## src/rtl/bvf_pkg.sv

```systemverilog
package bvf_pkg;
  localparam int ADDR_W    = 24;
  localparam int DATA_W    = 8;
  localparam int WIN_BYTES = 4;
  localparam int VEC_BYTES = WIN_BYTES - 1;
  localparam int IDX_W     = $clog2(WIN_BYTES);
  localparam int PC_W      = 16;
  localparam int BANK_W    = ADDR_W - PC_W;

  typedef enum logic [1:0] {
    ST_IDLE,
    ST_FETCH,
    ST_FIN,
    ST_RUN
  } seqState_t;

  // strobes from control to datapath
  typedef struct packed {
    logic             capture;
    logic [IDX_W-1:0] byteIdx;
    logic             loadStart;
    logic             useExt;
  } dpCtrl_t;
endpackage

```

## src/rtl/bvf_ctrl.sv

```systemverilog
module bvf_ctrl
  import bvf_pkg::*;
#(
  parameter logic [ADDR_W-1:0] WIN_BASE = 24'hFFFFDC
) (
  input  logic              clk,
  input  logic              rstN,
  input  logic              extVecPin,
  input  logic              romValid,
  input  logic              extValid,
  output dpCtrl_t           ctl,
  output logic              romReq,
  output logic              extReq,
  output logic [ADDR_W-1:0] busAddr,
  output logic              done,
  output logic              cpuHold
);
  seqState_t        state;
  logic [IDX_W-1:0] idx;
  logic             useExt;
  logic             fetching;
  logic             selValid;
  logic             beat;
  logic             lastBeat;

  assign fetching = (state == ST_FETCH);
  assign selValid = useExt ? extValid : romValid;
  assign beat     = fetching && selValid;
  assign lastBeat = beat && (idx == IDX_W'(WIN_BYTES - 1));

  always_ff @(posedge clk or negedge rstN) begin
    if (!rstN) begin
      state  <= ST_IDLE;
      idx    <= '0;
      useExt <= 1'b0;
    end else begin
      unique case (state)
        ST_IDLE: begin
          useExt <= extVecPin;   // strap latched once per release
          idx    <= '0;
          state  <= ST_FETCH;
        end
        ST_FETCH: begin
          if (lastBeat)  state <= ST_FIN;
          else if (beat) idx   <= idx + 1'b1;
        end
        ST_FIN:  state <= ST_RUN;
        default: state <= ST_RUN;
      endcase
    end
  end

  assign romReq  = fetching && !useExt;
  assign extReq  = fetching && useExt;
  assign busAddr = WIN_BASE + ADDR_W'(idx);
  assign done    = (state == ST_FIN);
  assign cpuHold = (state == ST_IDLE) || (state == ST_FETCH);

  always_comb begin
    ctl.capture   = beat;
    ctl.byteIdx   = idx;
    ctl.loadStart = lastBeat;
    ctl.useExt    = useExt;
  end

  a_r12_one_source: assert property (@(posedge clk) disable iff (!rstN)
    !(romReq && extReq));
  a_r3_addr_waits: assert property (@(posedge clk) disable iff (!rstN)
    (romReq || extReq) && !selValid |=> $stable(busAddr));
  a_r7_source_kept: assert property (@(posedge clk) disable iff (!rstN)
    romReq |=> !extReq);
  a_r9_done_pulse: assert property (@(posedge clk) disable iff (!rstN)
    done |=> !done);
  a_r9_hold_released: assert property (@(posedge clk) disable iff (!rstN)
    done |-> !cpuHold);
  a_r10_quiet_after: assert property (@(posedge clk) disable iff (!rstN)
    $past(done) |-> !(romReq || extReq));
endmodule

```

## src/rtl/bvf_datapath.sv

```systemverilog
module bvf_datapath
  import bvf_pkg::*;
(
  input  logic              clk,
  input  logic              rstN,
  input  dpCtrl_t           ctl,
  input  logic [DATA_W-1:0] romData,
  input  logic [DATA_W-1:0] extData,
  output logic [BANK_W-1:0] pcBank,
  output logic [PC_W-1:0]   pc,
  output logic [DATA_W-1:0] modeReg
);
  logic [DATA_W-1:0] rdByte;
  logic [ADDR_W-1:0] acc;

  assign rdByte = ctl.useExt ? extData : romData;

  // one byte lane per start-address byte, little-endian
  for (genvar g = 0; g < VEC_BYTES; g++) begin : g_lane
    logic [DATA_W-1:0] laneQ;
    always_ff @(posedge clk or negedge rstN) begin
      if (!rstN)
        laneQ <= '0;
      else if (ctl.capture && ctl.byteIdx == IDX_W'(g))
        laneQ <= rdByte;
    end
    assign acc[g*DATA_W +: DATA_W] = laneQ;
  end

  always_ff @(posedge clk or negedge rstN) begin
    if (!rstN) begin
      pc      <= '0;
      pcBank  <= '0;
      modeReg <= '0;
    end else if (ctl.loadStart) begin
      pc      <= acc[PC_W-1:0];
      pcBank  <= acc[ADDR_W-1:PC_W];
      modeReg <= rdByte;
    end
  end

  a_r5_mode_locked: assert property (@(posedge clk) disable iff (!rstN)
    !ctl.loadStart |=> $stable(modeReg));
  a_r4_pc_locked: assert property (@(posedge clk) disable iff (!rstN)
    !ctl.loadStart |=> $stable(pc) && $stable(pcBank));
endmodule

```

## src/rtl/boot_vector_fetch.sv

```systemverilog
module boot_vector_fetch
  import bvf_pkg::*;
#(
  parameter logic [ADDR_W-1:0] WIN_BASE = 24'hFFFFDC
) (
  input  logic              clk,
  input  logic              rstN,
  input  logic              extVecPin,
  output logic [ADDR_W-1:0] busAddr,
  output logic              romReq,
  input  logic [DATA_W-1:0] romData,
  input  logic              romValid,
  output logic              extReq,
  input  logic [DATA_W-1:0] extData,
  input  logic              extValid,
  output logic [BANK_W-1:0] pcBank,
  output logic [PC_W-1:0]   pc,
  output logic [DATA_W-1:0] modeReg,
  output logic              done,
  output logic              cpuHold
);
  dpCtrl_t ctl;

  bvf_ctrl #(.WIN_BASE(WIN_BASE)) u_ctrl (
    .clk(clk), .rstN(rstN), .extVecPin(extVecPin),
    .romValid(romValid), .extValid(extValid), .ctl(ctl),
    .romReq(romReq), .extReq(extReq), .busAddr(busAddr),
    .done(done), .cpuHold(cpuHold)
  );

  bvf_datapath u_dp (
    .clk(clk), .rstN(rstN), .ctl(ctl),
    .romData(romData), .extData(extData),
    .pcBank(pcBank), .pc(pc), .modeReg(modeReg)
  );

  // reset state of the hold output
  a_r1_hold_in_reset: assert property (@(posedge clk) !rstN |-> cpuHold && !done);
endmodule

```

## config.mk

```make
export PLATFORM = sky130hd
export DESIGN_NAME = boot_vector_fetch
export DESIGN_NICKNAME = d
export VERILOG_FILES = /design/src/rtl/bvf_pkg.sv /design/src/rtl/bvf_ctrl.sv /design/src/rtl/bvf_datapath.sv /design/src/rtl/boot_vector_fetch.sv
export SDC_FILE = /design/constraint.sdc
export NUM_CORES = 1
export LEC_CHECK = 0
export ABC_CLOCK_PERIOD_IN_PS = 2090
export BUFFER_PORTS_ARGS = -buffer_cell sky130_fd_sc_hd__buf_4
export CAP_MARGIN = 30
export CORE_ASPECT_RATIO = 0.7
export CORE_MARGIN = 2
export CORE_UTILIZATION = 52
export DETAILED_ROUTE_END_ITERATION = 7
export MAX_ROUTING_LAYER = met4
export PLACE_DENSITY = 0.82
export SYNTH_ARGS = -nofsm -noshare
export SYNTH_HDL_FRONTEND = slang
export SYNTH_SLANG_ARGS = --single-unit
export TNS_END_PERCENT = 100
```

## constraint.sdc

```tcl
create_clock -name clk -period 2.09 [get_ports clk]
set_clock_uncertainty 0.1 [all_clocks]
set_input_delay 0.3135 -clock clk [delete_from_list [all_inputs] [get_ports clk]]
set_output_delay 0.3135 -clock clk [all_outputs]
set_load 0.005 [all_outputs]
```

==> impl_results.html <==
<table>
<tr><th>Metric</th><th>Value</th></tr>
<tr><th colspan="2">Timing</th></tr>
<tr><td>Fraction of the cycle the final worst path needs</td><td>0.857</td></tr>
<tr><td>Final Hold Vio Count</td><td>0</td></tr>
<tr><td>Count of final max-slew check failures</td><td>0</td></tr>
<tr><td># setup viols final</td><td>0</td></tr>
<tr><td>Unrepaired setup endpoints after global routing</td><td>no</td></tr>
<tr><td>Actual transition at the worst max-transition pin</td><td>738 ps</td></tr>
<tr><td>Final worst path period need</td><td>1790 ps</td></tr>
<tr><td>Rel. slew slack</td><td>0.508</td></tr>
<tr><td>Final TNS setup</td><td>0 ps</td></tr>
<tr><td>Fmax</td><td>558 MHz</td></tr>
<tr><th colspan="2">Synth</th></tr>
<tr><td>Cells after synthesis</td><td>182</td></tr>
<tr><td>Count of cell types in the netlist</td><td>19</td></tr>
<tr><td>Number of register bits inferred by synthesis</td><td>61</td></tr>
<tr><td>Post-Synthesis Mean Instance Area</td><td>15.9 sq um</td></tr>
<tr><td>Sequential cell area fraction in the yosys report</td><td>0.527</td></tr>
<tr><td>Summed instance area of the synthesized netlist</td><td>0.00290 sq mm</td></tr>
<tr><td>Synthesis Warnings</td><td>0</td></tr>
<tr><th colspan="2">Finish</th></tr>
<tr><td>Number of antenna cells inserted</td><td>0</td></tr>
<tr><td>Area growth, synth to finish</td><td>21.5%</td></tr>
<tr><td>Post-route insts no fill</td><td>323</td></tr>
<tr><td>Nets</td><td>271</td></tr>
<tr><td>Leading cell type in the layout, fill and taps excluded</td><td>dfrtp_1</td></tr>
<tr><td>Fraction of layout instances using a drive strength above 1</td><td>0.582</td></tr>
<tr><td>Most frequent cells in the layout</td><td>dfrtp_1, buf_4, mux2_4</td></tr>
<tr><th colspan="2">Floorplanning</th></tr>
<tr><td>Die span in y</td><td>66.5 um</td></tr>
<tr><td>Number of rows in the core area</td><td>22</td></tr>
<tr><td>Number of I/O pins</td><td>81</td></tr>
<tr><td>Die X</td><td>93.2 um</td></tr>
<tr><td>Die area</td><td>0.00620 sq mm</td></tr>
<tr><td>Total core area</td><td>0.00531 sq mm</td></tr>
<tr><td>Initial Util</td><td>0.545</td></tr>
<tr><th colspan="2">Power and ir drop</th></tr>
<tr><td>Power per cell area</td><td>680 mW/mm^2</td></tr>
<tr><td>Leak pwr</td><td>0.00191 uW</td></tr>
<tr><td>Peak VDD IR</td><td>0.000358 V</td></tr>
<tr><th colspan="2">Drt</th></tr>
<tr><td>Post-route DRC violation count</td><td>0</td></tr>
<tr><td>Aggregate routed wire length</td><td>5170 um</td></tr>
<tr><td>Number of detailed-routing iterations run before antenna repair</td><td>3</td></tr>
<tr><td>Drt first-iter violations</td><td>44</td></tr>
<tr><td>Count of nets left with antenna violations after detail routing</td><td>0</td></tr>
<tr><td>WL per Instance</td><td>16.0 um</td></tr>
<tr><td>Vias per Instance</td><td>4.77</td></tr>
<tr><td>Total via count in the routed design</td><td>1,541</td></tr>
<tr><th colspan="2">GRT</th></tr>
<tr><td>Via count of the first global-routing pass</td><td>1,641</td></tr>
<tr><td>GRT overflow</td><td>0</td></tr>
<tr><td>Antenna violations before repair</td><td>0</td></tr>
<tr><td>First-pass GRT wire length</td><td>8510 um</td></tr>
<tr><td>Largest net degree at the start of global routing</td><td>62</td></tr>
<tr><td>GRT Resource Usage Total</td><td>0.195</td></tr>
<tr><th colspan="2">Setup path</th></tr>
<tr><td>CP max FO</td><td>6</td></tr>
<tr><td>Critical path class</td><td>reg -&gt; out</td></tr>
<tr><td>Worst endpoint required time</td><td>1680 ps</td></tr>
<tr><td>Worst Setup End Kind</td><td>primary output</td></tr>
<tr><td>Endpoint arrival time on the critical path</td><td>1380 ps</td></tr>
<tr><td>Type of element launching the critical path</td><td>register</td></tr>
<tr><th colspan="2">Place</th></tr>
<tr><td>DP Wirelength</td><td>3580 um</td></tr>
<tr><td>Placed Cells incl. Taps</td><td>306</td></tr>
<tr><td>Placer Congestion</td><td>0.751</td></tr>
<tr><td>Buffers added on ports</td><td>58</td></tr>
<tr><th colspan="2">Clock tree</th></tr>
<tr><td>Number of buffers created by CTS</td><td>9</td></tr>
<tr><td>Post-CTS setup buffer count</td><td>0</td></tr>
<tr><td>Number of buffers between clock root and the deepest sink</td><td>2</td></tr>
<tr><td>Clk Latency, worst-skew pair</td><td>340 ps</td></tr>
<tr><td>Clock net sink count</td><td>61</td></tr>
<tr><td>TritonCTS clock tree</td><td>done</td></tr>
<tr><td>Root buffer cell</td><td>clkbuf_8</td></tr>
<tr><td>Number of instances resized during post-cts repair</td><td>0</td></tr>
<tr><td>Clk pin slew, worst setup/hold paths</td><td>60 ps</td></tr>
<tr><td>H-tree levels</td><td>3</td></tr>
<tr><td>Post-CTS Hold Buffers</td><td>1</td></tr>
<tr><th colspan="2">Outcome</th></tr>
<tr><td>Result of the run</td><td>completed</td></tr>
<tr><th colspan="2">Flow run</th></tr>
<tr><td>Total of max-cap violations</td><td>0</td></tr>
<tr><th colspan="2">Worst hold path</th></tr>
<tr><td>Class of the tightest hold or removal check</td><td>in -&gt; reg</td></tr>
</table>
## sequential cells by signal (all words and copies together) (netlist names)
signal and cells:
u_dp.pcBank 8, u_dp.modeReg 8, u_ctrl.state 2, u_ctrl.idx 2
u_dp.g_lane.laneQ 24, u_dp.pc 16, u_ctrl.useExt 1
## critical path, cell delays in order, from the launching register on
cell     delay, ps
dfrtp_1        420
and2b_1        360
and2_1         170
buf_4          100
## power by group
part,internal (uW),switching [uW],total [uW]
logic,33.4,50.0,83.4
registers,1180,0,1180
clock network,669,461,1130
## routing by layer
metal | wire length (um) | track usage | share of wire | vias up
met5 | 0 | - | 0 | -
met4 | 35 | 0.0533 | 0.0068 | 0
met3 | 297 | 0.0814 | 0.057 | 4
met2 | 2290 | 0.275 | 0.44 | 54
met1 | 2550 | 0.262 | 0.49 | 776
li1 | - | - | - | 707
## worst paths after layout
| check | from | endpoint | slack [ps] | cells past startpoint |
|---|---|---|---|---|
| max reg2reg | u_ctrl.state[1] | u_dp.g_lane[1].laneQ[3] | 430 | 3 |
| max | u_ctrl.state[1] | extReq | 300 | 3 |
| min | extVecPin | u_ctrl.useExt | 120 | 2 |
| max in group asynchronous | rstN | u_dp.pcBank[3] | 920 | 2 |
| min reg2reg | u_dp.g_lane[2].laneQ[0] | u_dp.pcBank[0] | 410 | 1 |
| min in group asynchronous | rstN | u_dp.modeReg[7] | 490 | 2 |
## logic make-up (layout without fill, tap and decap cells)
family | count (synthesis) | count (layout) | share of synthesized area
other | 2 | 22 | 0.00259
DFF | 61 | 61 | 0.527
AOI/OAI and AO/OA | 3 | 3 | 0.00820
muxes | 66 | 66 | 0.325
buffers and inverters | 32 | 81 | 0.0855
and+or+nand+nor | 14 | 14 | 0.0345
adders and majority gates | 4 | 4 | 0.0173
## area by class of cell
cell class	instances	area, sq um
clock buffer	10	128
clock inverter	6	87.6
fill	385	1790
inverter	3	11.3
multi-input combinational	109	1200
sequential	61	1530
tap	72	90.1
timing repair buffer	62	480
## stage by stage
step	utilization	area, sq um	setup slack (ps)	total power, uW	hold slack (ps)
after global routing	0.663	3520	211	2480	107
final	0.663	3520	298	2390	120
after global placement	0.621	3300	454	1280	321
after detailed placement	0.621	3300	429	1290	325
after floorplan	-	2970	534	1260	-82.1
after CTS	0.663	3520	280	2420	100
## synthesized netlist by cell type (all sizes together)
master | n | share of area
a21oi | 1 | 0.0017
a22o | 1 | 0.0030
a32o | 1 | 0.0035
and2 | 2 | 0.0043
and2b | 1 | 0.0026
and3 | 3 | 0.012
buf | 29 | 0.082
conb | 2 | 0.0026
dfrtp | 61 | 0.53
ha | 4 | 0.017
inv | 3 | 0.0039
mux2 | 66 | 0.33
nand2 | 1 | 0.0013
nand2b | 1 | 0.0022
nand3 | 1 | 0.0060
nor2 | 5 | 0.0065
Power figures use the tool's default switching activity.
